==> src/rtl/vrp_pkg.sv <==
package vrp_pkg;
  typedef enum logic [1:0] {
    SEL_PATTERN   = 2'd0,
    SEL_NAMETABLE = 2'd1,
    SEL_PALETTE   = 2'd2
  } memSelE;

  localparam logic [2:0] SLOT_CTRL    = 3'd0;
  localparam logic [2:0] SLOT_MASK    = 3'd1;
  localparam logic [2:0] SLOT_STATUS  = 3'd2;
  localparam logic [2:0] SLOT_OAMADDR = 3'd3;
  localparam logic [2:0] SLOT_OAMDATA = 3'd4;
  localparam logic [2:0] SLOT_SCROLL  = 3'd5;
  localparam logic [2:0] SLOT_ADDR    = 3'd6;
  localparam logic [2:0] SLOT_DATA    = 3'd7;

  typedef struct packed {
    logic wrCtrl;
    logic wrMask;
    logic rdStatus;
    logic wrOamAddr;
    logic wrOamData;
    logic rdOamData;
    logic wrScroll;
    logic wrAddr;
    logic wrData;
    logic rdData;
  } strobeS;
endpackage

==> src/rtl/vrp_ctrl.sv <==
module vrp_ctrl
  import vrp_pkg::*;
(
  input  logic [2:0] regSel,
  input  logic       regCs,
  input  logic       regRd,
  input  logic       regWr,
  output strobeS     strobes
);
  logic wrEn;
  logic rdEn;

  always_comb begin
    wrEn = regCs && regWr;
    rdEn = regCs && regRd;
    strobes           = '0;
    strobes.wrCtrl    = wrEn && (regSel == SLOT_CTRL);
    strobes.wrMask    = wrEn && (regSel == SLOT_MASK);
    strobes.rdStatus  = rdEn && (regSel == SLOT_STATUS);
    strobes.wrOamAddr = wrEn && (regSel == SLOT_OAMADDR);
    strobes.wrOamData = wrEn && (regSel == SLOT_OAMDATA);
    strobes.rdOamData = rdEn && (regSel == SLOT_OAMDATA);
    strobes.wrScroll  = wrEn && (regSel == SLOT_SCROLL);
    strobes.wrAddr    = wrEn && (regSel == SLOT_ADDR);
    strobes.wrData    = wrEn && (regSel == SLOT_DATA);
    strobes.rdData    = rdEn && (regSel == SLOT_DATA);
  end
endmodule

==> src/rtl/vrp_datapath.sv <==
module vrp_datapath
  import vrp_pkg::*;
#(
  parameter int ADDR_W    = 14,
  parameter int WIDE_STEP = 32,
  parameter int OAM_AW    = 8
) (
  input  logic              clk,
  input  logic              rst,
  input  strobeS            strobes,
  input  logic [7:0]        wdata,
  input  logic              vblankSet,
  input  logic              vblankClr,
  output logic [7:0]        ctrlReg,
  output logic [7:0]        maskReg,
  output logic [OAM_AW-1:0] oamAddr,
  output logic [2:0]        fineX,
  output logic [ADDR_W:0]   ptr,
  output logic              vblank
);
  localparam int PTR_W = ADDR_W + 1;

  logic              toggle;
  logic [ADDR_W-1:0] step;
  logic [ADDR_W-1:0] nextLow;

  always_comb begin
    step    = ctrlReg[2] ? ADDR_W'(WIDE_STEP) : ADDR_W'(1);
    nextLow = ptr[ADDR_W-1:0] + step;
  end

  always_ff @(posedge clk) begin
    if (rst) begin
      ctrlReg <= '0;
      maskReg <= '0;
      oamAddr <= '0;
      fineX   <= '0;
      ptr     <= '0;
      toggle  <= 1'b0;
      vblank  <= 1'b0;
    end else begin
      if (strobes.wrCtrl)    ctrlReg <= wdata;
      if (strobes.wrMask)    maskReg <= wdata;
      if (strobes.wrOamAddr) oamAddr <= wdata[OAM_AW-1:0];
      if (strobes.wrOamData) oamAddr <= oamAddr + 1'b1;
      if (strobes.wrScroll) begin
        if (!toggle) begin
          fineX    <= wdata[2:0];
          ptr[4:0] <= wdata[7:3];
        end else begin
          ptr[9:5]   <= wdata[7:3];
          ptr[11]    <= wdata[7];
          ptr[14:12] <= wdata[2:0];
        end
        toggle <= !toggle;
      end
      if (strobes.wrAddr) begin
        if (!toggle) ptr <= PTR_W'({wdata[5:0], 8'h00});
        else         ptr[7:0] <= ptr[7:0] | wdata;
        toggle <= !toggle;
      end
      if (strobes.wrData || strobes.rdData) ptr <= {1'b0, nextLow};
      if (strobes.rdStatus) toggle <= 1'b0;
      if (vblankSet) vblank <= 1'b1;
      else if (vblankClr || strobes.rdStatus) vblank <= 1'b0;
    end
  end


  toggle_clear_chk: assert property (@(posedge clk) disable iff (rst)
    strobes.rdStatus |=> !toggle);

  ptr_wrap_chk: assert property (@(posedge clk) disable iff (rst)
    (strobes.wrData || strobes.rdData) |=> !ptr[ADDR_W]);

  oam_inc_chk: assert property (@(posedge clk) disable iff (rst)
    strobes.wrOamData |=> oamAddr == OAM_AW'($past(oamAddr) + 1'b1));

  oam_hold_chk: assert property (@(posedge clk) disable iff (rst)
    strobes.rdOamData |=> $stable(oamAddr));

  vblank_set_chk: assert property (@(posedge clk) disable iff (rst)
    vblankSet |=> vblank);
endmodule

==> src/rtl/vrp_mapper.sv <==
module vrp_mapper
  import vrp_pkg::*;
#(
  parameter int ADDR_W = 14
) (
  input  logic [ADDR_W-1:0] addrIn,
  input  logic [2:0]        mirrorMode,
  output memSelE            sel,
  output logic [ADDR_W-1:0] mapped
);
  logic [1:0]  tbl;
  logic [9:0]  off;
  logic [11:0] ntAddr;
  logic [4:0]  palAddr;

  always_comb begin
    tbl     = addrIn[11:10];
    off     = addrIn[9:0];
    ntAddr  = addrIn[11:0];
    palAddr = addrIn[4:0];
    case (mirrorMode)
      3'd0:    ntAddr = {1'b0, tbl[1], off};
      3'd1:    ntAddr = {1'b0, tbl[0], off};
      3'd2:    ntAddr = {2'b00, off};
      3'd3:    ntAddr = {2'b01, off};
      default: ntAddr = addrIn[11:0];
    endcase
    if (palAddr[4] && (palAddr[1:0] == 2'b00)) palAddr[4] = 1'b0;
    if (!addrIn[13]) begin
      sel    = SEL_PATTERN;
      mapped = addrIn;
    end else if (addrIn[13:8] == 6'h3F) begin
      sel    = SEL_PALETTE;
      mapped = ADDR_W'(palAddr);
    end else begin
      sel    = SEL_NAMETABLE;
      mapped = ADDR_W'(ntAddr);
    end
  end
endmodule

==> src/rtl/vid_reg_port.sv <==
module vid_reg_port
  import vrp_pkg::*;
#(
  parameter int ADDR_W    = 14,
  parameter int WIDE_STEP = 32,
  parameter int OAM_AW    = 8
) (
  input  logic              clk,
  input  logic              rst,
  input  logic [2:0]        regSel,
  input  logic              regCs,
  input  logic              regRd,
  input  logic              regWr,
  input  logic [7:0]        regWdata,
  output logic [7:0]        regRdata,
  input  logic [2:0]        mirrorMode,
  input  logic              vblankSet,
  input  logic              vblankClr,
  input  logic              sprZeroHit,
  input  logic              sprOverflow,
  output logic [7:0]        ctrlOut,
  output logic [7:0]        maskOut,
  output logic [2:0]        fineX,
  output logic [ADDR_W:0]   vramPtr,
  output logic [1:0]        memSel,
  output logic [ADDR_W-1:0] memAddr,
  output logic              memWe,
  output logic              memRe,
  output logic [7:0]        memWdata,
  input  logic [7:0]        memRdata,
  output logic [OAM_AW-1:0] oamAddr,
  output logic              oamWe,
  output logic [7:0]        oamWdata,
  input  logic [7:0]        oamRdata
);
  strobeS strobes;
  memSelE selE;
  logic   vblank;

  vrp_ctrl ctrl_i (
    .regSel (regSel),
    .regCs  (regCs),
    .regRd  (regRd),
    .regWr  (regWr),
    .strobes(strobes)
  );

  vrp_datapath #(.ADDR_W(ADDR_W), .WIDE_STEP(WIDE_STEP), .OAM_AW(OAM_AW)) dp_i (
    .clk      (clk),
    .rst      (rst),
    .strobes  (strobes),
    .wdata    (regWdata),
    .vblankSet(vblankSet),
    .vblankClr(vblankClr),
    .ctrlReg  (ctrlOut),
    .maskReg  (maskOut),
    .oamAddr  (oamAddr),
    .fineX    (fineX),
    .ptr      (vramPtr),
    .vblank   (vblank)
  );

  vrp_mapper #(.ADDR_W(ADDR_W)) map_i (
    .addrIn    (vramPtr[ADDR_W-1:0]),
    .mirrorMode(mirrorMode),
    .sel       (selE),
    .mapped    (memAddr)
  );

  always_comb begin
    memSel   = selE;
    memWe    = strobes.wrData && (selE != SEL_PATTERN);
    memRe    = strobes.rdData;
    memWdata = regWdata;
    oamWe    = strobes.wrOamData;
    oamWdata = regWdata;
    regRdata = '0;
    if (strobes.rdStatus)  regRdata = {vblank, sprZeroHit, sprOverflow, 5'b0};
    if (strobes.rdOamData) regRdata = oamRdata;
    if (strobes.rdData)    regRdata = memRdata;
  end


  pattern_ro_chk: assert property (@(posedge clk) disable iff (rst)
    memWe |-> memSel != 2'd0);

  pal_alias_chk: assert property (@(posedge clk) disable iff (rst)
    (memSel == 2'd2) |-> !(memAddr[4] && memAddr[1:0] == 2'b00));
endmodule

==> config.mk <==
export PLATFORM = sky130hd
export DESIGN_NAME = vid_reg_port
export DESIGN_NICKNAME = d
export VERILOG_FILES = /design/src/rtl/vrp_pkg.sv /design/src/rtl/vrp_ctrl.sv /design/src/rtl/vrp_datapath.sv /design/src/rtl/vrp_mapper.sv /design/src/rtl/vid_reg_port.sv
export SDC_FILE = /design/constraint.sdc
export NUM_CORES = 1
export LEC_CHECK = 0
export BUFFER_PORTS_ARGS = -buffer_cell sky130_fd_sc_hd__buf_4
export CAP_MARGIN = 20
export CORE_UTILIZATION = 48
export CTS_CLUSTER_SIZE = 8
export DETAILED_ROUTE_END_ITERATION = 8
export GPL_TIMING_DRIVEN = 1
export MAX_ROUTING_LAYER = met4
export PLACE_DENSITY = 0.77
export SYNTH_ARGS = -nofsm -noshare
export SYNTH_HDL_FRONTEND = slang
export SYNTH_SLANG_ARGS = --single-unit
==> constraint.sdc <==
create_clock -name clk -period 2.4 [get_ports clk]
set_input_delay 0.24 -clock clk [delete_from_list [all_inputs] [get_ports clk]]
set_output_delay 0.24 -clock clk [all_outputs]
set_load 0.02 [all_outputs]
# ---- Yosys cells after proc, flatten, opt, wreduce, memory -nomap -nowiden
# Index checks and enable logic that the tools add are counted.
dict set report totals {
  register_bits 44
  inputBits 39
  out_inout_bits 85
}
dict set report classes {
  addsub 2
  eq_ne 13
  n_mux 25
  bitwise_logic 2
  n_reduce_logical 33
}
# operator n
set ops {}
lappend ops {{$mux W8} 6}
lappend ops {{$pmux W12 S4} 1}
lappend ops {{$mux W14} 2}
lappend ops {{$mux W15} 1}
lappend ops {{$add A14 B14 Y14} 1}
lappend ops {{$logic_and A1 B1 Y1} 14}
lappend ops {{$eq A3 B2 Y1 const B} 4}
lappend ops {{$eq A3 B3 Y1 const B} 4}
lappend ops {{$mux W12} 1}
lappend ops {{$mux W10} 1}
lappend ops {{$mux W5} 2}
lappend ops {{$reduce_bool A2 Y1} 5}
lappend ops {{$add A8 B1 Y8 const B} 1}
lappend ops {{$mux W4} 2}
lappend ops {{$or A8 B8 Y8} 1}
lappend ops {{$reduce_and A2 Y1} 4}
lappend ops {{$mux W7} 1}
lappend ops {{$eq A3 B1 Y1 const B} 2}
lappend ops {{$eq A6 B6 Y1 const B} 1}
lappend ops {{$logic_not A3 Y1} 2}
lappend ops {{$mux W6} 1}
lappend ops {{$reduce_bool A3 Y1} 2}
lappend ops {{$mux W1} 5}
lappend ops {{$mux W2} 2}
lappend ops {{other kinds (7)} 9}

# ---- Longest topological paths before layout
# Gate-level depths: netlist (run 1).
dict set report logic_depth {
  word_depth 6
  ltp_mapped 8
  mapped_depth_nobuf 8
}

# ---- By module
# Synthesis (run 1) repeated with hierarchy kept, for this count alone.
dict set report unflattened {
  cells_unflattened 369
  hier_area_um2 3012.9
}
# mod n_inst cells_each area_per_inst_um2
set modules_own_cells {}
lappend modules_own_cells {vrp_datapath 1 290 2464.9}
lappend modules_own_cells {vid_reg_port 1 36 257.7}
lappend modules_own_cells {vrp_mapper 1 25 176.4}
lappend modules_own_cells {vrp_ctrl 1 18 113.9}

# ---- Worst setup path after synthesis (run 1)
# Ideal clock, no wire load.
dict set report synth_timing {
  path_type {reg2reg}
  start {register dp_i.ptr[5]}
  end {register dp_i.ptr[7]}
  setup_ns 0.103
  arrival_time_ns 1.719
  required_ns 2.297
  setup_slack_ns 0.578
  stages_incl_launch_ff 7
  path_buffers 0
  synth_period_minus_slack_ns 1.822
  path_cell_list {dfxtp_1 > ha_1 > and4_1 > a31o_2 > nand2_1 > xor2_1 > a2111oi_2}
}
dict set report synth_between {
  elab_chain_len 2
}
# element line
set synth_rtl {}
lappend synth_rtl {{start, declared} vrp_datapath.sv:18} ;# output logic [ADDR_W:0] ptr,
lappend synth_rtl {{start signal, assigned} vrp_datapath.sv:51} ;# ptr[9:5] <= wdata[7:3];
lappend synth_rtl {{start signal, assigned} vrp_datapath.sv:58} ;# if (!toggle) ptr <= PTR_W'({wdata[5:0], 8'h00});
lappend synth_rtl {{start signal, assigned} vrp_datapath.sv:59} ;# else ptr[7:0] <= ptr[7:0] | wdata;
lappend synth_rtl {{$add A14 B14 Y14} vrp_datapath.sv:29} ;# nextLow = ptr[ADDR_W-1:0] + step;
lappend synth_rtl {{$mux W14} vrp_datapath.sv:62} ;# if (strobes.wrData || strobes.rdData) ptr <= {1'b0, nextLow};
# Every way passes these cells.
# A chain may end at the register's enable or synchronous reset.

# ---- Worst setup path after layout (run 1)
dict set report layout_timing {
  start {register dp_i.ptr[8]}
  end {output port memAddr[4]}
}
dict set report layout_between {
  elab_chain_len 3
}
# element line
set layout_rtl {}
lappend layout_rtl {{start signal, assigned} vrp_datapath.sv:51}
lappend layout_rtl {{start signal, assigned} vrp_datapath.sv:58}
lappend layout_rtl {{start signal, assigned} vrp_datapath.sv:62}
lappend layout_rtl {{$eq A6 B6 Y1} vrp_mapper.sv:32} ;# end else if (addrIn[13:8] == 6'h3F) begin
lappend layout_rtl {{$mux W12} vrp_mapper.sv:32}
lappend layout_rtl {{$mux W14} vrp_mapper.sv:29} ;# if (!addrIn[13]) begin
lappend layout_rtl {{end, declared} vid_reg_port.sv:26} ;# output logic [ADDR_W-1:0] memAddr,
# Every way passes these cells.

==> impl_metrics.json, run 1 <==
{
  "tightest_slew_ns": 0.652,
  "status": "completed",
  "final_cell_mix": "126 x buf_4, 44 x dfxtp_1, 43 x nor2_1",
  "yosysSeqAreaShare_pct": 31.2,
  "crit_path_start": "dp_i.ptr[8]",
  "clkLatencyLatePin_ns": 0.30,
  "clk_pin_slew_ns": 0.09,
  "row_count": 27,
  "synth_seq_cells": 44,
  "first_global_vias": 2767,
  "hold_depth": 3,
  "layout_commonest_cell": "buf_4",
  "dpl.hpwl_mm": 6.31,
  "p_per_area_mw_per_mm2": 420,
  "start_util_pct": 50.6,
  "startpoint_type": "flop",
  "syn_area_mm2": 0.00282,
  "ir_drop_v": 0.000311,
  "p_int_mw": 1.08,
  "ant_nets": 0,
  "drv_cap": 0,
  "r2r_start": "dp_i.ptr[5]",
  "r2r_end": "dp_i.ptr[11]",
  "drv_slew": 0,
  "cp_max_fo": 7,
  "cts_tree": "done",
  "vias": 3016,
  "layout_min_cycle_time_ns": 1.94,
  "postCtsHoldBufs": 0,
  "p_clk_share_pct": 31.3,
  "max_freq_mhz": 516,
  "pwr-share-comb_pct": 19.6,
  "r2r_cells": 6,
  "leakagePower_nw": 1.66,
  "p_sw_share_pct": 30.6,
  "clockBufferDepth": 2,
  "critPathKind": "flop to primary output",
  "die_area_mm2": 0.00619,
  "placed_cell_area_mm2": 0.00361,
  "cts_max_level": 2,
  "finalHoldViolations": 0,
  "globalplace.congestion": 0.842,
  "die-width_um": 78.7,
  "slew_headroom_pct": 56.2,
  "total_power_mw": 1.56,
  "io-pin-count": 124,
  "antenna_found_initial": 0,
  "postCtsSetupRepairBufs": 0,
  "synthArstFlopShare_pct": 0,
  "synth_edf_count": 0,
  "via_per_inst": 5.81,
  "rsz0062_at_grt": "no",
  "numCtsBuffers": 5,
  "syn_avg_cell_area_um2": 8.06,
  "grt_pass1_wl_mm": 13.8,
  "cts-root-buf": "clkbuf_8",
  "arrival_ns": 1.70,
  "grt_max_degree": 46,
  "syn_nets": 393,
  "drt_iter0_markers": 263,
  "setup_slack_ns": 0.461,
  "path_cells": "and3_1 > nand4_1 > o31a_1 > buf_4",
  "final_util_pct": 66.5,
  "drc": 0,
  "dr.pass1.iters": 6,
  "globalRouteTotalUtil_pct": 28.9,
  "wire_per_inst_um": 16.5,
  "holdWs_ns": 0.163,
  "path_buf_inv": 1,
  "hp-start": "vblankSet",
  "pre_cts_slack_ns": 0.527,
  "crit_family": "simple AND/OR/NAND/NOR gates",
  "yosys_warnings": 0,
  "layout.nets": 489,
  "synth-main-ff-cell": "dfxtp_1",
  "cp.required_ns": 2.16,
  "end_kind": "primary output",
  "antenna_cells": 0,
  "critPathMaxStageDelay_ns": 0.46,
  "hp-class": "input pin to flop",
  "finClkSkew_ns": 0.00772,
  "stdcell_count": 519,
  "dp.cells": 511,
  "drt_wl_total_mm": 8.58,
  "core_area_mm2": 0.00557,
  "syn2layout_area_growth_pct": 31.4,
  "slowest_stage": "dfxtp_1",
  "clock_sinks": 44,
  "hold-path-endpoint": "dp_i.vblank",
  "setup_viol": 0,
  "fill_cells": 490,
  "switchingPower_mw": 0.476,
  "gr-total-overflow": 0,
  "io_buffers": 122,
  "final_cell_area_mm2": 0.00371,
  "ys_types": 62,
  "reg2reg_setup_slack_ns": 0.54,
  "period_share_pct": 80.8,
  "cts_resized": 0,
  "syn_inst": 350,
  "die_y_um": 78.7,
  "drive_gt1_share_pct": 33.3,
  "pwr-share-seq_pct": 49.1,
  "tns_ns": 0
}
## routing by layer
layer	routed length, um	GRT usage [%]	vias up
li1	-	-	1439
met1	3630	36.8	1408
met2	4120	47.9	163
met3	762	5.23	6
met4	61	5.93	0
met5	0	-	-
## power by group through the flow
stage / Sequential, mW / Clock (mW) / Combinational, mW
after floorplan: 0.791 / 0 / 0.164
after global placement: 0.780 / 0 / 0.299
after detailed placement: 0.781 / 0 / 0.303
after CTS: 0.764 / 0.493 / 0.304
after global routing: 0.767 / 0.516 / 0.327
final: 0.764 / 0.488 / 0.305
## cell usage after synthesis (6+ instances only)
cell | instances | share of area, %
nand3_1 | 7 | 1.2
nor2_1 | 43 | 5.7
dfxtp_1 | 44 | 31
and2_1 | 8 | 1.8
o21ai_0 | 20 | 3.5
and3_1 | 7 | 1.6
inv_1 | 11 | 1.5
nor3_1 | 12 | 2.1
nand2_1 | 24 | 3.2
mux2i_1 | 20 | 7.1
a21oi_1 | 20 | 3.5
a211oi_1 | 6 | 1.6
nand2b_1 | 7 | 1.6
buf_4 | 24 | 6.4
## logic make-up (layout without fill, tap and decap cells)
logic type,count (synthesis),count (layout),share of synthesized area (%)
simple gates,133,133,24.3
flops,44,44,31.2
xor+xnor,6,6,1.86
compound gates,92,92,23.1
mux,20,20,7.10
buf+inv,50,147,10.5
other cells,1,1,0.133
fa+ha+maj,4,4,1.77
## cell type report
cell class | instances | area, um2 | area share, %
Clock inverter | 3 | 23.8 | 0.641
Clock buffer | 5 | 68.8 | 1.86
Tap cell | 72 | 90.1 | 2.43
Timing Repair Buffer | 126 | 946 | 25.5
Sequential cell | 44 | 881 | 23.8
Multi-Input combinational cell | 256 | 1640 | 44.3
Inverter | 13 | 53.8 | 1.45
## worst min-delay path, cell delays in order
cell and delay [ns]:
buf_4 0.08, nor2_1 0.03, nor2_1 0.07
## state kept, by name (all words and copies together) (netlist names)
name / cells
dp_i.ctrlReg: 8
dp_i.fineX: 3
dp_i.maskReg: 8
dp_i.oamAddr: 8
dp_i.ptr: 15
dp_i.toggle: 1
dp_i.vblank: 1
## worst max path at each step
stage,endpoint,slack [ns],cells past startpoint
final,memAddr[4],0.46,4
after global routing,memAddr[4],0.35,4
after CTS,memAddr[4],0.44,4
after detailed placement,regRdata[6],0.53,7
after global placement,regRdata[6],0.59,7
after floorplan,dp_i.ptr[7],0.58,6
No activity file was read; power rests on OpenSTA's default activity.
==> inputs of run 2 (changes only) <==
- CORE_UTILIZATION: 48 -> 43
- PLACE_DENSITY: 0.77 -> 0.73
- clock period: 2.4 -> 1.55 ns (I/O delays scaled with it)
==> run 2 against run 1 <==
  * The flow now finishes with violations (setup timing)
  * Clock skew up 0.00051 ns
  * Die area rose by 11%
  * Routed wire length grew 4.6%
  * Critical path depth increased by 2
  * Register-to-register slack got worse by 0.67 ns
  * Total power up 61%
  * First-iteration DRC count decreased by 39%
  * Global-route usage is 2.4 points lower
  * Via count rose by 5.3%
  * Highest routed layer unchanged
==> impl_metrics.json, run 2 (synthesis results as in run 1) <==
{
  "status": "finished with violations",
  "violations": "setup timing",
  "clk_pin_slew_ns": 0.10,
  "leakagePower_nw": 1.87,
  "placed_cell_area_mm2": 0.00390,
  "io-pin-count": 124,
  "vias": 3175,
  "die_y_um": 83.0,
  "die_area_mm2": 0.00689,
  "finClkSkew_ns": 0.00822,
  "tns_ns": -0.669,
  "startpoint_type": "flop",
  "final_cell_area_mm2": 0.00416,
  "cp_max_fo": 3,
  "largest_reg_flops": 15,
  "layout_min_cycle_time_ns": 1.68,
  "row_count": 29,
  "clockBufferDepth": 2,
  "cp.required_ns": 1.76,
  "globalplace.congestion": 0.821,
  "setup_viol": 11,
  "io_buffers": 122,
  "cts_tree": "done",
  "drt_iter0_markers": 160,
  "max_freq_mhz": 596,
  "layout.nets": 526,
  "drv_cap": 0,
  "cts_max_level": 2,
  "cts-root-buf": "clkbuf_8",
  "via_per_inst": 5.66,
  "drt_wl_total_mm": 8.97,
  "gr-total-overflow": 0,
  "period_share_pct": 108,
  "ant_nets": 0,
  "die-width_um": 83.0,
  "hp-class": "input pin to flop",
  "dr.pass1.iters": 4,
  "setup_slack_ns": -0.128,
  "end_kind": "flop",
  "critPathKind": "flop to flop",
  "numCtsBuffers": 5,
  "p_per_area_mw_per_mm2": 603,
  "ir_drop_v": 0.000500,
  "globalRouteTotalUtil_pct": 26.6,
  "start_util_pct": 44.4,
  "antenna_cells": 0,
  "dpl.hpwl_mm": 6.63,
  "regMostFlops": "dp_i.ptr",
  "antenna_found_initial": 0,
  "final_cell_mix": "155 x buf_4, 40 x nor2_1, 37 x dfxtp_1",
  "first_global_vias": 3054,
  "finalHoldViolations": 0,
  "clock_sinks": 44,
  "arrival_ns": 1.89,
  "syn2layout_area_growth_pct": 47.4,
  "drive_gt1_share_pct": 44.6,
  "rsz0062_at_grt": "yes",
  "clkLatencyLatePin_ns": 0.31,
  "fill_cells": 580,
  "grt_pass1_wl_mm": 14.6,
  "drv_slew": 0,
  "core_area_mm2": 0.00635,
  "final_util_pct": 65.5,
  "drc": 0,
  "layout_commonest_cell": "buf_4",
  "wire_per_inst_um": 16.0,
  "grt_max_degree": 29
}
## run 2: cell types whose count changed in the layout (fill, tap and decap cells not counted), sizes merged
cell,before,now
buf,126,163
inv,11,13
clkinv,3,2
clkinvlp,2,1
## run 2: worst max-delay path: stages, from the launching register on
cell	delay, ns
dfxtp_4	0.37
ha_4	0.26
and4_4	0.22
a31o_4	0.17
nand2_2	0.05
xor2_1	0.16
a2111oi_2	0.34
## run 2: worst paths after layout
path,startpoint,to,slack (ns),cells after the start
min reg2reg,dp_i.oamAddr[1],dp_i.oamAddr[1],0.50,2
min,vblankSet,dp_i.vblank,0.06,3
max,dp_i.ctrlReg[2],dp_i.ptr[7],-0.13,6
max reg2reg,dp_i.ctrlReg[2],dp_i.ptr[7],-0.13,6
## run 2: power by group
| part | switching (mW) | internal (mW) | total [mW] |
|---|---|---|---|
| Combinational | 0.293 | 0.241 | 0.534 |
| Sequential | 0.0238 | 1.15 | 1.17 |
| Clock | 0.465 | 0.333 | 0.798 |
| Total | 0.783 | 1.72 | 2.51 |
## run 2: repair_timing
| action | CTS | global route |
|---|---|---|
| pin swaps | 15 | 17 |
| endpoints found under the setup margin | 15 | 32 |
| gates resized for setup | 20 | 19 |
| setup buffers | 4 | 1 |
| hold buffers | 0 | 0 |
## run 2: area by class of cell
cell class,instances,area [um2],area share [%]
clock inverters,3,26.3,0.632
repair buffers,163,1260,30.4
flip-flops and latches,44,895,21.5
inverters,13,57.6,1.38
multi-input cells,256,1750,42.1
well taps,77,96.3,2.32
clock buffers,5,68.8,1.65
## run 2: metrics by stage
| step | setup WS, ns | hold WS, ns | cells | total power [mW] |
|---|---|---|---|---|
| finish | -0.128 | 0.0600 | 561 | 2.51 |
| global route | -0.175 | 0.0892 | 561 | 2.60 |
| CTS | -0.122 | 0.0665 | 560 | 2.49 |
| detailed placement | -0.165 | 0.377 | 548 | 1.71 |
| global placement | -0.0893 | 0.367 | 548 | 1.70 |
| floorplan | -0.0930 | 0.276 | 350 | 1.48 |
## run 2: routing by layer
layer / wire length (um) / track usage (%)
met3: 688 / 6.36
met5: 0 / -
met2: 4400 / 43.6
met4: 167 / 10.2
met1: 3720 / 31.5
==> inputs of run 3 (changes only) <==
- MAX_ROUTING_LAYER: met4 -> not set
==> run 3 against run 2 <==
  * The run still ends with setup timing left
  * Die area unchanged
  * Utilization did not move
  * Total power is essentially flat
  * Critical endpoint unchanged
  * Global-route usage is 0.76 points lower
  * Routed wire length shrank 0.41%
  * Clock power about the same
  * Clock-buffer cell count did not move
==> impl_metrics.json, run 3 (synthesis results as in run 1) <==
{
  "syn2layout_area_growth_pct": 47.4,
  "path_cells": "ha_4 > and4_4 > a31o_4 > nand2_2 > xor2_1 > a2111oi_2",
  "cp_num_cells": 6,
  "numCtsBuffers": 5,
  "die-width_um": 83.0,
  "ant_nets": 0,
  "final_cell_mix": "155 x buf_4, 40 x nor2_1, 37 x dfxtp_1",
  "drive_gt1_share_pct": 44.6,
  "gr-total-overflow": 0,
  "setup_slack_ns": -0.134,
  "path_buf_inv": 0,
  "placed_cell_area_mm2": 0.00390,
  "regMostFlops": "dp_i.ptr",
  "leakagePower_nw": 1.87,
  "drt_wl_total_mm": 8.94,
  "critPathKind": "flop to flop",
  "critPathMaxStageDelay_ns": 0.37,
  "layout_commonest_cell": "buf_4",
  "drv_slew": 0,
  "p_per_area_mw_per_mm2": 602,
  "slowest_stage": "dfxtp_4",
  "layout.nets": 526,
  "clkLatencyLatePin_ns": 0.31,
  "final_util_pct": 65.5,
  "total_power_mw": 2.51,
  "cts_tree": "done",
  "start_util_pct": 44.4,
  "violations": "setup timing",
  "cp.required_ns": 1.76,
  "clock_sinks": 44,
  "clockBufferDepth": 2,
  "final_cell_area_mm2": 0.00416,
  "largest_reg_flops": 15,
  "fill_cells": 580,
  "period_share_pct": 109,
  "die_y_um": 83.0,
  "vias": 3165,
  "tns_ns": -0.656,
  "arrival_ns": 1.89,
  "globalRouteTotalUtil_pct": 25.8,
  "dr.pass1.iters": 4,
  "finalHoldViolations": 0,
  "wire_per_inst_um": 15.9,
  "antenna_cells": 0,
  "cts-root-buf": "clkbuf_8",
  "io_buffers": 122,
  "end_kind": "flop",
  "grt_max_degree": 29,
  "hold_depth": 3,
  "crit_family": "compound AO/OA/AOI/OAI gates",
  "first_global_vias": 3065,
  "drt_iter0_markers": 169,
  "r2r_cells": 6,
  "pre_cts_slack_ns": -0.165,
  "drc": 0,
  "setup_viol": 10,
  "max_freq_mhz": 594,
  "dpl.hpwl_mm": 6.63,
  "status": "finished with violations",
  "hp-class": "input pin to flop",
  "cp_max_fo": 3,
  "startpoint_type": "flop",
  "cts_max_level": 2,
  "layout_min_cycle_time_ns": 1.68,
  "finClkSkew_ns": 0.00687,
  "drv_cap": 0,
  "clk_pin_slew_ns": 0.10,
  "globalplace.congestion": 0.809,
  "rsz0062_at_grt": "yes",
  "die_area_mm2": 0.00689,
  "grt_pass1_wl_mm": 14.6,
  "antenna_found_initial": 0,
  "ir_drop_v": 0.000497,
  "row_count": 29,
  "core_area_mm2": 0.00635,
  "via_per_inst": 5.64,
  "io-pin-count": 124
}
-- run 3: cell counts in the layout (fill, tap and decap cells not counted) --
No cell type changed its count.
-- run 3: power by group --
| group | switching [mW] | internal (mW) | total, mW |
|---|---|---|---|
| clock network | 0.464 | 0.333 | 0.796 |
| registers | 0.0239 | 1.15 | 1.18 |
| logic | 0.293 | 0.241 | 0.534 |
| total | 0.781 | 1.72 | 2.51 |
-- run 3: area by class of cell --
cell class                      instances  area [um2]  area share (%)
Inverter                               13        57.6            1.38
Multi-Input combinational cell        256        1750            42.1
Clock inverter                          3        26.3           0.632
Sequential cell                        44         895            21.5
Tap cell                               77        96.3            2.32
Clock buffer                            5        68.8            1.65
Timing Repair Buffer                  163        1260            30.4
-- run 3: through the flow --
stage	hold WS, ns	std cells
2_1_floorplan	0.276	350
5_1_grt	0.0892	561
6_report	0.0599	561
3_3_place_gp	0.367	548
4_1_cts	0.0665	560
3_5_place_dp	0.377	548
-- run 3: layer usage --
metal / global-route usage (%) / share of wire (%)
met2: 43.6 / 49
met4: 10.2 / 2.1
met5: 0 / 0
met3: 6.96 / 8.0
met1: 31.1 / 41
-- run 3: worst register-to-register path, cell delays in order, from the launching register on --
cell and delay, ns:
dfxtp_4 0.37, ha_4 0.27, and4_4 0.22, a31o_4 0.17, nand2_2 0.05, xor2_1 0.16
a2111oi_2 0.34
-- run 3: worst paths after layout --
check / startpoint / to / slack [ns]
setup / recovery: dp_i.ctrlReg[2] / dp_i.ptr[7] / -0.13
hold / removal: vblankSet / dp_i.vblank / 0.06
setup reg to reg: dp_i.ctrlReg[2] / dp_i.ptr[7] / -0.13
hold reg to reg: dp_i.oamAddr[1] / dp_i.oamAddr[1] / 0.50
-- run 3: repair_timing --
item / in CTS / in global routing
hold buffers: 0 / 0
setup endpoints to repair: 15 / 32
resized for setup: 20 / 19
gates cloned: 0 / 0
setup buffers: 4 / 1
pin swaps: 15 / 17
